$ cat src/rtl/cmp_flag_pkg.sv
package cmp_flag_pkg;

    typedef struct packed {
        logic cf;
        logic pf;
        logic af;
        logic zf;
        logic sf;
        logic of;
    } cmp_flags_t;

    typedef struct packed {
        logic       valid;
        cmp_flags_t flags;
    } cmp_state_t;

    localparam cmp_state_t CMP_STATE_RESET = '0;

endpackage

$ cat src/rtl/cmp_sub_slice.sv
module cmp_sub_slice #(
    parameter int W = 16
) (
    input  logic [W-1:0] lhs_i,
    input  logic [W-1:0] rhs_i,
    output logic [W-1:0] diff_o,
    output logic         borrow_o,
    output logic         ovf_o,
    output logic         zero_o
);
    localparam int TOP = W - 1;

    logic [W:0] wide;

    always_comb begin
        wide     = {1'b0, lhs_i} - {1'b0, rhs_i};
        diff_o   = wide[TOP:0];
        borrow_o = wide[W];
        ovf_o    = (lhs_i[TOP] ^ rhs_i[TOP]) & (wide[TOP] ^ lhs_i[TOP]);
        zero_o   = ~|wide[TOP:0];
    end


    always_comb begin
        slice_borrow_chk: assert (borrow_o == (lhs_i < rhs_i));
    end

endmodule

$ cat src/rtl/cmp_parity.sv
module cmp_parity #(
    parameter int W = 8
) (
    input  logic [W-1:0] data_i,
    output logic         even_o
);
    logic [W:0] chain;

    assign chain[0] = 1'b1;

    for (genvar g = 0; g < W; g++) begin : g_par
        assign chain[g+1] = chain[g] ^ data_i[g];
    end

    assign even_o = chain[W];

endmodule

$ cat src/rtl/cmp_flag_gen.sv
module cmp_flag_gen
    import cmp_flag_pkg::*;
#(
    parameter int WORD_W = 16,
    parameter int BYTE_W = 8,
    parameter int NIB_W  = 4
) (
    input  logic              clk_i,
    input  logic              rst_ni,
    input  logic              start_i,
    input  logic              byte_mode_i,
    input  logic [WORD_W-1:0] opd_d_i,
    input  logic [WORD_W-1:0] opd_s_i,
    output logic              valid_o,
    output logic              cf_o,
    output logic              pf_o,
    output logic              af_o,
    output logic              zf_o,
    output logic              sf_o,
    output logic              of_o
);
    localparam int WORD_TOP = WORD_W - 1;
    localparam int BYTE_TOP = BYTE_W - 1;
    localparam int NIB_TOP  = NIB_W - 1;

    logic [WORD_W-1:0] w_diff;
    logic              w_borrow, w_ovf, w_zero;
    logic [BYTE_W-1:0] b_diff;
    logic              b_borrow, b_ovf, b_zero;
    logic [NIB_W-1:0]  n_diff;
    logic              n_borrow, n_ovf, n_zero;
    logic              low_even;

    cmp_sub_slice #(.W(WORD_W)) u_word (
        .lhs_i   (opd_d_i),
        .rhs_i   (opd_s_i),
        .diff_o  (w_diff),
        .borrow_o(w_borrow),
        .ovf_o   (w_ovf),
        .zero_o  (w_zero)
    );

    cmp_sub_slice #(.W(BYTE_W)) u_byte (
        .lhs_i   (opd_d_i[BYTE_TOP:0]),
        .rhs_i   (opd_s_i[BYTE_TOP:0]),
        .diff_o  (b_diff),
        .borrow_o(b_borrow),
        .ovf_o   (b_ovf),
        .zero_o  (b_zero)
    );

    cmp_sub_slice #(.W(NIB_W)) u_nib (
        .lhs_i   (opd_d_i[NIB_TOP:0]),
        .rhs_i   (opd_s_i[NIB_TOP:0]),
        .diff_o  (n_diff),
        .borrow_o(n_borrow),
        .ovf_o   (n_ovf),
        .zero_o  (n_zero)
    );

    cmp_parity #(.W(BYTE_W)) u_par (
        .data_i(b_diff),
        .even_o(low_even)
    );

    cmp_state_t st_d, st_q;

    always_comb begin
        st_d       = st_q;
        st_d.valid = start_i;
        if (start_i) begin
            st_d.flags.af = n_borrow;
            st_d.flags.pf = low_even;
            if (byte_mode_i) begin
                st_d.flags.cf = b_borrow;
                st_d.flags.zf = b_zero;
                st_d.flags.sf = b_diff[BYTE_TOP];
                st_d.flags.of = b_ovf;
            end else begin
                st_d.flags.cf = w_borrow;
                st_d.flags.zf = w_zero;
                st_d.flags.sf = w_diff[WORD_TOP];
                st_d.flags.of = w_ovf;
            end
        end
    end

    always_ff @(posedge clk_i or negedge rst_ni) begin
        if (!rst_ni) st_q <= CMP_STATE_RESET;
        else         st_q <= st_d;
    end

    assign valid_o = st_q.valid;
    assign cf_o    = st_q.flags.cf;
    assign pf_o    = st_q.flags.pf;
    assign af_o    = st_q.flags.af;
    assign zf_o    = st_q.flags.zf;
    assign sf_o    = st_q.flags.sf;
    assign of_o    = st_q.flags.of;


    always_comb begin
        if (!rst_ni) reset_clear_chk: assert (st_q == CMP_STATE_RESET);
    end


    valid_pulse_chk: assert property (@(posedge clk_i) disable iff (!rst_ni)
        start_i |=> valid_o);


    valid_cause_chk: assert property (@(posedge clk_i) disable iff (!rst_ni)
        !start_i |=> !valid_o);


    hold_flags_chk: assert property (@(posedge clk_i) disable iff (!rst_ni)
        !start_i |=> $stable({cf_o, pf_o, af_o, zf_o, sf_o, of_o}));


    zero_eq_chk: assert property (@(posedge clk_i) disable iff (!rst_ni)
        start_i && !byte_mode_i |=> zf_o == ($past(opd_d_i) == $past(opd_s_i)));


    borrow_chk: assert property (@(posedge clk_i) disable iff (!rst_ni)
        start_i && !byte_mode_i |=> cf_o == ($past(opd_d_i) < $past(opd_s_i)));


    byte_borrow_chk: assert property (@(posedge clk_i) disable iff (!rst_ni)
        start_i && byte_mode_i |=>
            cf_o == ($past(opd_d_i[BYTE_TOP:0]) < $past(opd_s_i[BYTE_TOP:0])));


    signed_rel_chk: assert property (@(posedge clk_i) disable iff (!rst_ni)
        start_i && !byte_mode_i |=>
            zf_o || ((sf_o ^ of_o) == ($signed($past(opd_d_i)) < $signed($past(opd_s_i)))));

endmodule

$ cat config.mk
export PLATFORM = sky130hd
export DESIGN_NAME = cmp_flag_gen
export DESIGN_NICKNAME = d
export VERILOG_FILES = /design/src/rtl/cmp_flag_pkg.sv /design/src/rtl/cmp_sub_slice.sv /design/src/rtl/cmp_parity.sv /design/src/rtl/cmp_flag_gen.sv
export SDC_FILE = /design/constraint.sdc
export NUM_CORES = 1
export LEC_CHECK = 0
export BUFFER_PORTS_ARGS = -buffer_cell sky130_fd_sc_hd__buf_2
export CORE_MARGIN = 1.5
export CORE_UTILIZATION = 45
export CTS_CLUSTER_SIZE = 16
export DETAILED_ROUTE_END_ITERATION = 6
export GPL_ROUTABILITY_DRIVEN = 0
export HOLD_SLACK_MARGIN = 0.05
export PLACE_DENSITY = 0.76
export REMOVE_ABC_BUFFERS = 1
export SLEW_MARGIN = 20
export SYNTH_ARGS = -nofsm -noshare
export SYNTH_HDL_FRONTEND = slang
export SYNTH_SLANG_ARGS = --single-unit
$ cat constraint.sdc
create_clock -name clk_i -period 1.4 [get_ports clk_i]
set_input_delay 0.28 -clock clk_i [delete_from_list [all_inputs] [get_ports clk_i]]
set_output_delay 0.28 -clock clk_i [all_outputs]
set_load 0.01 [all_outputs]
* Yosys cells after proc, flatten, opt, wreduce, memory -nomap -nowiden
Cells that the tools add are included.
Word-level totals: bits of input ports 36, logic and storage cells 30, bits in registers 7, output and inout bits 7
Cells by class: reduce and logical (&&, ||, !) cells 4, add/sub/neg operators 3, muxes and demuxes 2, bitwise logic cells 14
Operators by type and width (number):
- subtractor 16 x 16 -> 17 bit | 1
- OR reduction 16 bit | 1
- bitwise XOR 1 bit | 11
- subtractor 8 x 8 -> 9 bit | 1
- OR reduction 8 bit | 1
- subtractor 4 x 4 -> 5 bit | 1
- 2-to-1 mux 3 bit | 1
- bitwise AND 1 bit | 2
- logical NOT 1 bit | 2
- 2-to-1 mux 1 bit | 1
- NOT 1 bit | 1

* Depth between registers and ports, before layout
Gate-level depths: netlist of the first run.
depth in word-level cells 9, mapped depth 11, mapped depth without buffers 11

* Modules after synthesis
Synthesis of the first run repeated with hierarchy kept, for this count alone.
Second synthesis, totals: cells, all modules 270, area, all modules 2050.7 um^2
By module, submodules not included:
- cmp_sub_slice at u_word | times used 1, area each 1042.2 um^2, sequential area each 0.0 um^2, cells each 148
- cmp_sub_slice at u_byte | times used 1, area each 467.9 um^2, sequential area each 0.0 um^2, cells each 69
- cmp_flag_gen | times used 1, area each 289.0 um^2, sequential area each 175.2 um^2, cells each 23
- cmp_sub_slice at u_nib | times used 1, area each 190.2 um^2, sequential area each 0.0 um^2, cells each 23
- cmp_parity | times used 1, area each 61.3 um^2, sequential area each 0.0 um^2, cells each 7

* Worst setup path before layout of the first run
Ideal clock, no wire load.
path kind input port to flip-flop, start input port opd_d_i[0], end register st_q, in the netlist zf_o, setup time 81 ps, arrival 2301 ps, stages 11, data required time 1319 ps, setup slack -981 ps, buffers on the path 0, cells stage by stage inv_1 > ha_1 > fa_1 > nand2b_1 > a21oi_1 > o41ai_1 > o21ba_1 > nand3b_1 > a2111oi_2 > a41oi_1 > o22ai_2
Between the ends: word-level cells in the longest chain between the ends 4, elaborated cells on any way between the ends 7, classes of those cells 2 x add/sub; 1 x mux; 4 x reduce/logical
Ends and longest elaborated chain:
- start: declaration | RTL line cmp_flag_gen.sv:12 | input logic [WORD_W-1:0] opd_d_i,
- subtractor 16 x 16 -> 17 bit or subtractor 8 x 8 -> 9 bit (tied branches) | RTL line cmp_sub_slice.sv:16 | wide = {1'b0, lhs_i} - {1'b0, rhs_i};
- OR reduction 16 bit or OR reduction 8 bit (tied branches) | RTL line cmp_sub_slice.sv:20 | zero_o = ~|wide[TOP:0];
- logical NOT 1 bit | RTL line cmp_sub_slice.sv:20
- 2-to-1 mux 3 bit (*) | RTL line cmp_flag_gen.sv:74 | if (byte_mode_i) begin
- end signal: assignment | RTL line cmp_flag_gen.sv:90 | else st_q <= st_d;
- end: declaration | RTL line cmp_flag_gen.sv:66 | cmp_state_t st_d, st_q;
Mark *: on every way between the ends. The rest lies on a longest branch, timed or not. A chain may end at the register's enable or synchronous reset.

* Final worst setup path of the first run
start input port opd_s_i[0], end register st_q, in the netlist zf_o
Between the ends: word-level cells in the longest chain between the ends 4, elaborated cells on any way between the ends 7, classes of those cells 2 x add/sub; 1 x mux; 4 x reduce/logical
Ends and longest elaborated chain:
- start: declaration | RTL line cmp_flag_gen.sv:13 | input logic [WORD_W-1:0] opd_s_i,
- subtractor 16 x 16 -> 17 bit or subtractor 8 x 8 -> 9 bit (tied branches) | RTL line cmp_sub_slice.sv:16
- OR reduction 16 bit or OR reduction 8 bit (tied branches) | RTL line cmp_sub_slice.sv:20
- logical NOT 1 bit | RTL line cmp_sub_slice.sv:20
- 2-to-1 mux 3 bit (*) | RTL line cmp_flag_gen.sv:74
Marks and branches as above.

==> flow_summary_export.csv, run 1 <==
group,metric,value,unit
sta,setup_ws,-0.8721,ns
floorplan,die-width,59.55,um
detailed_routing,via_per_inst,5.733,
detailed_routing,firstDrtPassIters,4,
power_and_ir_drop,peakVddDrop,0.3699,mV
floorplan,num_rows,20,
synth,netlist_area,1439,sq um
power_and_ir_drop,power.internal,1.023,mW
outcome,violations_in_the_final_reports,"negative setup slack",
floorplan,floorplan_die_area,3546,sq um
grt,antenna_found_initial,0,
critical_path,crit_path_cell_trace,"buf_8, ha_4, fa_2, nand2b_4, a21oi_4, o41ai_4, o21ba_4, nand3b_1, a2111oi_4, a41oi_1, o22ai_2",
detailed_routing,drt_iter0_markers,115,
synth,netlist_top_cells_area,"ha_1 16%, dfrtp_1 12%, inv_1 6.8%",
clock_tree,clkLatencyLatePin,0.26,ns
grt,grt.overflow.total,0,
power_and_ir_drop,power.sequential.fraction,14.5,%
clock_tree,worst_setup_hold_path_clk_slew,0.06,ns
synth,ys_ff_latch,7,
synth,postSynth.asyncResetShare,100.0,%
synth,seq_area_frac_synth,12.17,%
detailed_routing,route.vias.total,1892,
placement,dp_worst_setup_slack,-1.240,ns
cells_and_area,layout_area_overhead,68.00,%
placement,portBuffers,42,
sta,finalCritPeriodShare,162.3,%
synth,netlist.top_cell.by_area,"ha_1",
power_and_ir_drop,p_switching,0.7363,mW
cells_and_area,n_antenna_cell,0,
power_and_ir_drop,power.density,727.9,nW/um^2
clock_tree,numClockSinks,7,
critical_path,timing.critical_path.slowest_cell_delay,0.37,ns
clock_tree,htree_levels,1,
outcome,status,"finished with violations",
power_and_ir_drop,comb_pwr_share,74.2,%
flow_run,maxCapViolations,0,
sta,setup_viol,6,
placement,place.detailed.hpwl,3073,um
critical_path,crit_fanout,3,
sta,max_clock_freq,0.4401,GHz
clock_tree,clock_tree.buffer_depth,2,
grt,largest_net_degree_at_the_start_of_global_routing,12,
critical_path,combined_buffer_and_inverter_count_along_the_critical_path,1,
power_and_ir_drop,power.leakage,1.183,nW
critical_path,setup.worst_path.start_class,"input pin",
cells_and_area,fillers,210,
detailed_routing,ant_nets,0,
floorplan,ioPinCount,43,
synth,edff_count_synth,0,
grt,globalRouteTotalUtil,25.89,%
placement,placedInstanceArea,2018,sq um
power_and_ir_drop,switching_share,41.85,%
synth,dominantRegCellSynth,"dfrtp_1",
critical_path,worst-endpoint-arrival,2.46,ns
sta,tightestPinTransition,0.4999,ns
critical_path,top_delay_family_on_crit_path,"compound AO/OA/AOI/OAI gates",
critical_path,critPathKind,"in2reg",
clock_tree,cts_tree,"yes",
sta,report.final.hold_viol_count,0,
sta,rsz_0062_raised_after_global_routing,"yes",
synth,ys_warn_count,0,
floorplan,dieHeight,59.55,um
cells_and_area,layout.cell_area.non_filler,2417,sq um
cells_and_area,drive_above_1_share,47.20,%
critical_path,cp-end-kind,"flop",
sta,fin_worst_skew,0,ns
synth,synth_top_area_share,15.65,%
synth,synthDistinctLibCells,47,
grt,grt_pass1_wl,7058,um
clock_tree,cts-buffers-inserted,3,
detailed_routing,post_drt_wl_per_cell,16.12,um
floorplan,initial_utilization,47.13,%
cells_and_area,final_nets,342,
sta,min_period,2.272,ns
sta,final_max_slew_viol_count,0,
clock_tree,clockRootBuffer,"clkbuf_4",
critical_path,highest_delay_cell_along_the_critical_path,"fa_2",
worst_hold_path,min-delay-path-class,"in2reg",
power_and_ir_drop,final_total_pwr,1.760,mW
sta,slew-limit-headroom,66.25,%
critical_path,worst-endpoint-required,1.59,ns
grt,number_of_global_route_vias_before_repair,1680,
floorplan,floorplan.core_area,3053,sq um
detailed_routing,postRouteWirelength,5319,um
synth,syn-mean-instance-area,7.417,sq um
detailed_routing,drc,0,
cells_and_area,top_library_cells_by_usage_in_the_layout_fill_and_taps_aside,"44 x buf_4, 37 x buf_2, 23 x inv_1, 15 x nand2_1, 14 x nor2_1",
cells_and_area,area.sequential,175.2,sq um
cells_and_area,layout_commonest_cell,"buf_4",
synth,syn-instance-count,194,
cells_and_area,multi_input_area,1410,sq um
power_and_ir_drop,power.share.clock,11.3,%
-- worst paths after layout --
| check | depth (start not counted) | slack (ns) | start | end |
|---|---|---|---|---|
| worst min-delay path | 1 | 0.27 | start_i | valid_o |
| max in group asynchronous | 2 | 0.88 | rst_ni | pf_o |
| worst max-delay path | 11 | -0.87 | opd_s_i[0] | zf_o |
| worst max register to register | 1 | 0.65 | af_o | af_o |
| worst min register to register | 1 | 0.48 | sf_o | sf_o |
| min in group asynchronous | 2 | 0.37 | rst_ni | sf_o |
-- logic make-up (layout without fill, tap and decap cells) --
logic type | after synthesis | in the layout | synth area share (%)
AOI/OAI and AO/OA | 59 | 59 | 30.26
and+or+nand+nor | 60 | 60 | 20.61
DFF | 7 | 7 | 12.17
buffers and inverters | 30 | 122 | 7.912
muxes | 3 | 3 | 2.261
adders and majority gates | 19 | 19 | 17.04
xor gates and xnor gates | 16 | 16 | 9.739
-- synthesized netlist by cell type, types with 2 or more instances --
cell type  instances
inv_1             26
ha_1              18
nand2_1           17
nor2_1            16
a21oi_1           14
xnor2_1           11
dfrtp_1            7
o21ai_0            6
a21o_1             5
nand3_1            5
o211ai_1           5
xor2_1             5
nand2b_1           4
nand3b_1           4
nor3_1             4
a41oi_1            3
clkbuf_1           3
nor2b_1            3
o21ai_1            3
a31oi_1            2
and2_1             2
and3_1             2
mux2_2             2
o211a_1            2
o21a_1             2
o221ai_2           2
-- power groups by stage --
stage | sequential [mW] | combinational [mW] | clock (mW)
5_1_grt | 0.261 | 1.39 | 0.212
4_1_cts | 0.256 | 1.12 | 0.189
3_3_place_gp | 0.256 | 0.955 | 0
2_1_floorplan | 0.277 | 0.599 | 0
3_5_place_dp | 0.258 | 0.980 | 0
6_report | 0.256 | 1.30 | 0.199
-- area by class of cell --
class,count,area share [%]
tap,44,2.277
clock buffer,4,1.087
multi-input combinational,157,58.33
sequential,7,7.246
timing repair buffer,92,26.71
inverter,26,4.348
-- sequential cells by signal, indices dropped and copies added, names as in the netlist --
name and cells:
sf_o 1, valid_o 1, af_o 1, zf_o 1, pf_o 1, of_o 1, cf_o 1
-- stage by stage --
stage                     utilization (%)  cells  hold WS [ns]  TNS [ns]
after floorplan                         -    190      -0.01559    -4.051
after global placement              66.11    320        0.1134    -5.297
after detailed placement            66.11    320        0.1148    -5.577
after CTS                           74.88    329        0.2654    -3.140
after global routing                79.18    330        0.2687    -3.888
final                               79.18    330        0.2664    -3.604
-- metal layers --
metal	wire [um]	GRT usage, %
met5	0	0
met4	312	14.29
met1	1925	28.31
met3	359	2.838
met2	2722	47.88
-- repair_timing --
action                     4_1_cts  5_1_grt
hold buffers                     1        0
buffers inserted                 5        2
pin swaps                       25       18
hold endpoints to repair         7        0
resized for setup               42       23
setup endpoints to repair        6        6
Note: power is estimated with default switching activity, not from simulation.
==> run 2, diff against run 1 <==
--- a/config.mk
+++ b/config.mk
@@ -5,14 +5,17 @@
 export SDC_FILE = /design/constraint.sdc
 export NUM_CORES = 1
 export LEC_CHECK = 0
+export ABC_AREA = 1
 export BUFFER_PORTS_ARGS = -buffer_cell sky130_fd_sc_hd__buf_2
+export CELL_PAD_IN_SITES_DETAIL_PLACEMENT = 1
+export CELL_PAD_IN_SITES_GLOBAL_PLACEMENT = 1
 export CORE_MARGIN = 1.5
-export CORE_UTILIZATION = 45
+export CORE_UTILIZATION = 37
 export CTS_CLUSTER_SIZE = 16
 export DETAILED_ROUTE_END_ITERATION = 6
 export GPL_ROUTABILITY_DRIVEN = 0
 export HOLD_SLACK_MARGIN = 0.05
-export PLACE_DENSITY = 0.76
+export PLACE_DENSITY = 0.9
 export REMOVE_ABC_BUFFERS = 1
 export SLEW_MARGIN = 20
 export SYNTH_ARGS = -nofsm -noshare
==> flow_summary_export.csv, run 2 <==
group,metric,value,unit
outcome,status,"finished with violations",
outcome,violations_in_the_final_reports,"negative setup slack",
floorplan,die-width,67.97,um
synth,synthDistinctLibCells,25,
critical_path,worst_r2r_path_depth,2,
power_and_ir_drop,p_switching,1.067,mW
cells_and_area,final_nets,431,
sta,finalSetupTns,-2.426,ns
power_and_ir_drop,power.density,781.4,nW/um^2
sta,report.final.hold_viol_count,0,
power_and_ir_drop,power.share.clock,15.0,%
floorplan,floorplan_die_area,4619,sq um
grt,number_of_global_route_vias_before_repair,2603,
cells_and_area,fillers,515,
synth,netlist.top_cell.by_area,"nand2_1",
power_and_ir_drop,power.sequential.fraction,12.5,%
critical_path,crit_cells,13,
sta,final_max_slew_viol_count,0,
critical_path,timing.critical_path.slowest_cell_delay,0.37,ns
grt,grt_pass1_wl,13560,um
synth,syn-mean-instance-area,5.422,sq um
critical_path,crit_path_cell_trace,"buf_2, inv_1, ha_4, nand2_4, inv_2, nand2_1, nand2_2, a21oi_4, nand2_4, buf_4, nand2_2, nand4_1, a31oi_2",
synth,edff_count_synth,0,
sta,setup_viol,5,
sta,setup_ws,-0.6844,ns
floorplan,initial_utilization,38.76,%
worst_hold_path,min_delay_path_depth,1,
synth,synth_top_family_by_area,"simple AND/OR/NAND/NOR gates",
synth,yosys.area_share.adder,15.71,%
grt,grt_use_met2,70.87,%
cells_and_area,drive_above_1_share,45.87,%
clock_tree,cts_tree,"yes",
detailed_routing,route.vias.total,2520,
cells_and_area,layout_commonest_cell,"nand2_1",
detailed_routing,firstDrtPassIters,5,
cells_and_area,layout.cell_area.non_filler,2718,sq um
synth,netlist_top_cells_area,"nand2_1 26%, inv_1 17%, ha_1 14%",
critical_path,cp-end-kind,"flop",
critical_path,cp-startpoint,"opd_s_i[9]",
worst_hold_path,min-delay-path-class,"in2reg",
sta,fin_worst_skew,0,ns
synth,dominantRegCellSynth,"dfrtp_1",
floorplan,floorplan.core_area,4029,sq um
sta,slew-limit-headroom,77.23,%
synth,yosys-mux-area-fraction,0,%
power_and_ir_drop,final_total_pwr,2.123,mW
power_and_ir_drop,power.internal,1.057,mW
cells_and_area,layout_area_overhead,74.04,%
detailed_routing,ant_nets,0,
sta,min_period,2.084,ns
power_and_ir_drop,comb_pwr_share,72.5,%
synth,synth_top_area_share,26.44,%
clock_tree,clkLatencyLatePin,0.25,ns
placement,placedInstanceArea,2112,sq um
synth,post_synth_xor_area_fraction,5.048,%
synth,seq_area_frac_synth,11.22,%
grt,antenna_found_initial,0,
grt,grt.overflow.total,0,
critical_path,critical_path.reg2reg.startpoint,"of_o",
clock_tree,clock_tree.buffer_depth,2,
grt,largest_net_degree_at_the_start_of_global_routing,8,
grt,met3_usage,9.375,%
critical_path,setup.worst_path.start_class,"input pin",
synth,synth_simple_gate_area_share,44.55,%
critical_path,top_delay_family_on_crit_path,"simple AND/OR/NAND/NOR gates",
critical_path,combined_buffer_and_inverter_count_along_the_critical_path,4,
clock_tree,worst_setup_hold_path_clk_slew,0.04,ns
detailed_routing,drc,0,
synth,synth_top_cells_by_count,"110 x nand2_1, 70 x inv_1, 24 x nand3_1",
synth,synth_compound_gate_area_share,5.929,%
synth,postSynth.asyncResetShare,100.0,%
placement,portBuffers,42,
synth,ys_ff_latch,7,
floorplan,dieHeight,67.97,um
grt,globalRouteTotalUtil,40.18,%
detailed_routing,drt_iter0_markers,158,
power_and_ir_drop,power.leakage,1.554,nW
flow_run,maxCapViolations,0,
clock_tree,clockRootBuffer,"clkbuf_8",
floorplan,num_rows,23,
sta,finalCritPeriodShare,148.9,%
critical_path,highest_delay_cell_along_the_critical_path,"a31oi_2",
critical_path,critPathKind,"in2reg",
clock_tree,cts-buffers-inserted,3,
synth,ys_warn_count,0,
power_and_ir_drop,switching_share,50.25,%
clock_tree,htree_levels,1,
clock_tree,numClockSinks,7,
grt,highest_utilization_routing_layer_at_the_global_route_stage,"met2",
critical_path,worst-endpoint-arrival,2.21,ns
cells_and_area,n_antenna_cell,0,
synth,dominant_cell_by_count_in_the_synthesized_netlist,"nand2_1",
worst_hold_path,holdCritStartpoint,"start_i",
sta,tightestPinTransition,0.3406,ns
power_and_ir_drop,peakVddDrop,0.3018,mV
sta,rsz_0062_raised_after_global_routing,"yes",
detailed_routing,post_drt_wl_per_cell,24.10,um
detailed_routing,via_per_inst,5.929,
detailed_routing,postRouteWirelength,10240,um
synth,syn-instance-count,288,
floorplan,ioPinCount,43,
sta,max_clock_freq,0.4798,GHz
placement,dp_worst_setup_slack,-0.8493,ns
cells_and_area,top_library_cells_by_usage_in_the_layout_fill_and_taps_aside,"85 x nand2_1, 58 x inv_1, 37 x buf_2, 36 x buf_4, 19 x nand2_2",
critical_path,crit_fanout,4,
placement,place.detailed.hpwl,4746,um
critical_path,worst-endpoint-required,1.52,ns
grt,gr-usage-met1,42.76,%
synth,netlist_area,1561,sq um
## run 2: metal layers
metal	part of all wire, %	vias to the layer above
li1	-	1050
met1	36	1188
met2	49	205
met3	8.2	77
met4	7.3	0
met5	0	-
## run 2: path summary, 6_finish.rpt
check	slack, ns	end
max in group asynchronous	0.77	cf_o
worst max register to register	0.59	of_o
worst min-delay path	0.29	valid_o
min in group asynchronous	0.43	af_o
worst max-delay path	-0.68	of_o
worst min register to register	0.51	cf_o
## run 2: timing repair
item,CTS,global route
pin swaps,20,16
hold buffers,1,0
setup buffers,3,2
hold endpoints to repair,7,0
setup endpoints to repair,6,6
gates resized for setup,57,57
## run 2: metrics by stage
| stage | utilization (%) | std cells | hold WS, ns |
|---|---|---|---|
| 4_1_cts | 61.99 | 425 | 0.2583 |
| 3_5_place_dp | 52.42 | 417 | 0.1190 |
| 6_report | 67.45 | 425 | 0.2864 |
| 3_3_place_gp | 52.42 | 417 | 0.1144 |
| 5_1_grt | 67.45 | 425 | 0.2776 |
| 2_1_floorplan | - | 287 | -0.01559 |
## run 2: power groups by stage
stage               Combinational, mW  Clock, mW  Sequential (mW)
floorplan                       0.552          0            0.270
global placement                0.901          0            0.251
global route                     1.62      0.331            0.267
finish                           1.54      0.319            0.266
detailed placement              0.973          0            0.254
CTS                              1.16      0.285            0.252
## run 2: kinds of logic (layout without fill, tap and decap cells)
logic type | count (synthesis) | after routing
and+or+nand+nor | 164 | 164
buffers and inverters | 72 | 159
adders and majority gates | 19 | 19
AOI/OAI and AO/OA | 17 | 17
xor gates and xnor gates | 9 | 9
DFF | 7 | 7
## run 2: area by class of cell
type / count / area [sq um] / share of cell area [%]
sequential: 7 / 175.2 / 6.446
tap: 50 / 62.56 / 2.302
timing repair buffer: 84 / 581.8 / 21.41
clock buffer: 4 / 45.04 / 1.657
inverter: 71 / 274.0 / 10.08
multi-input combinational: 209 / 1579 / 58.10
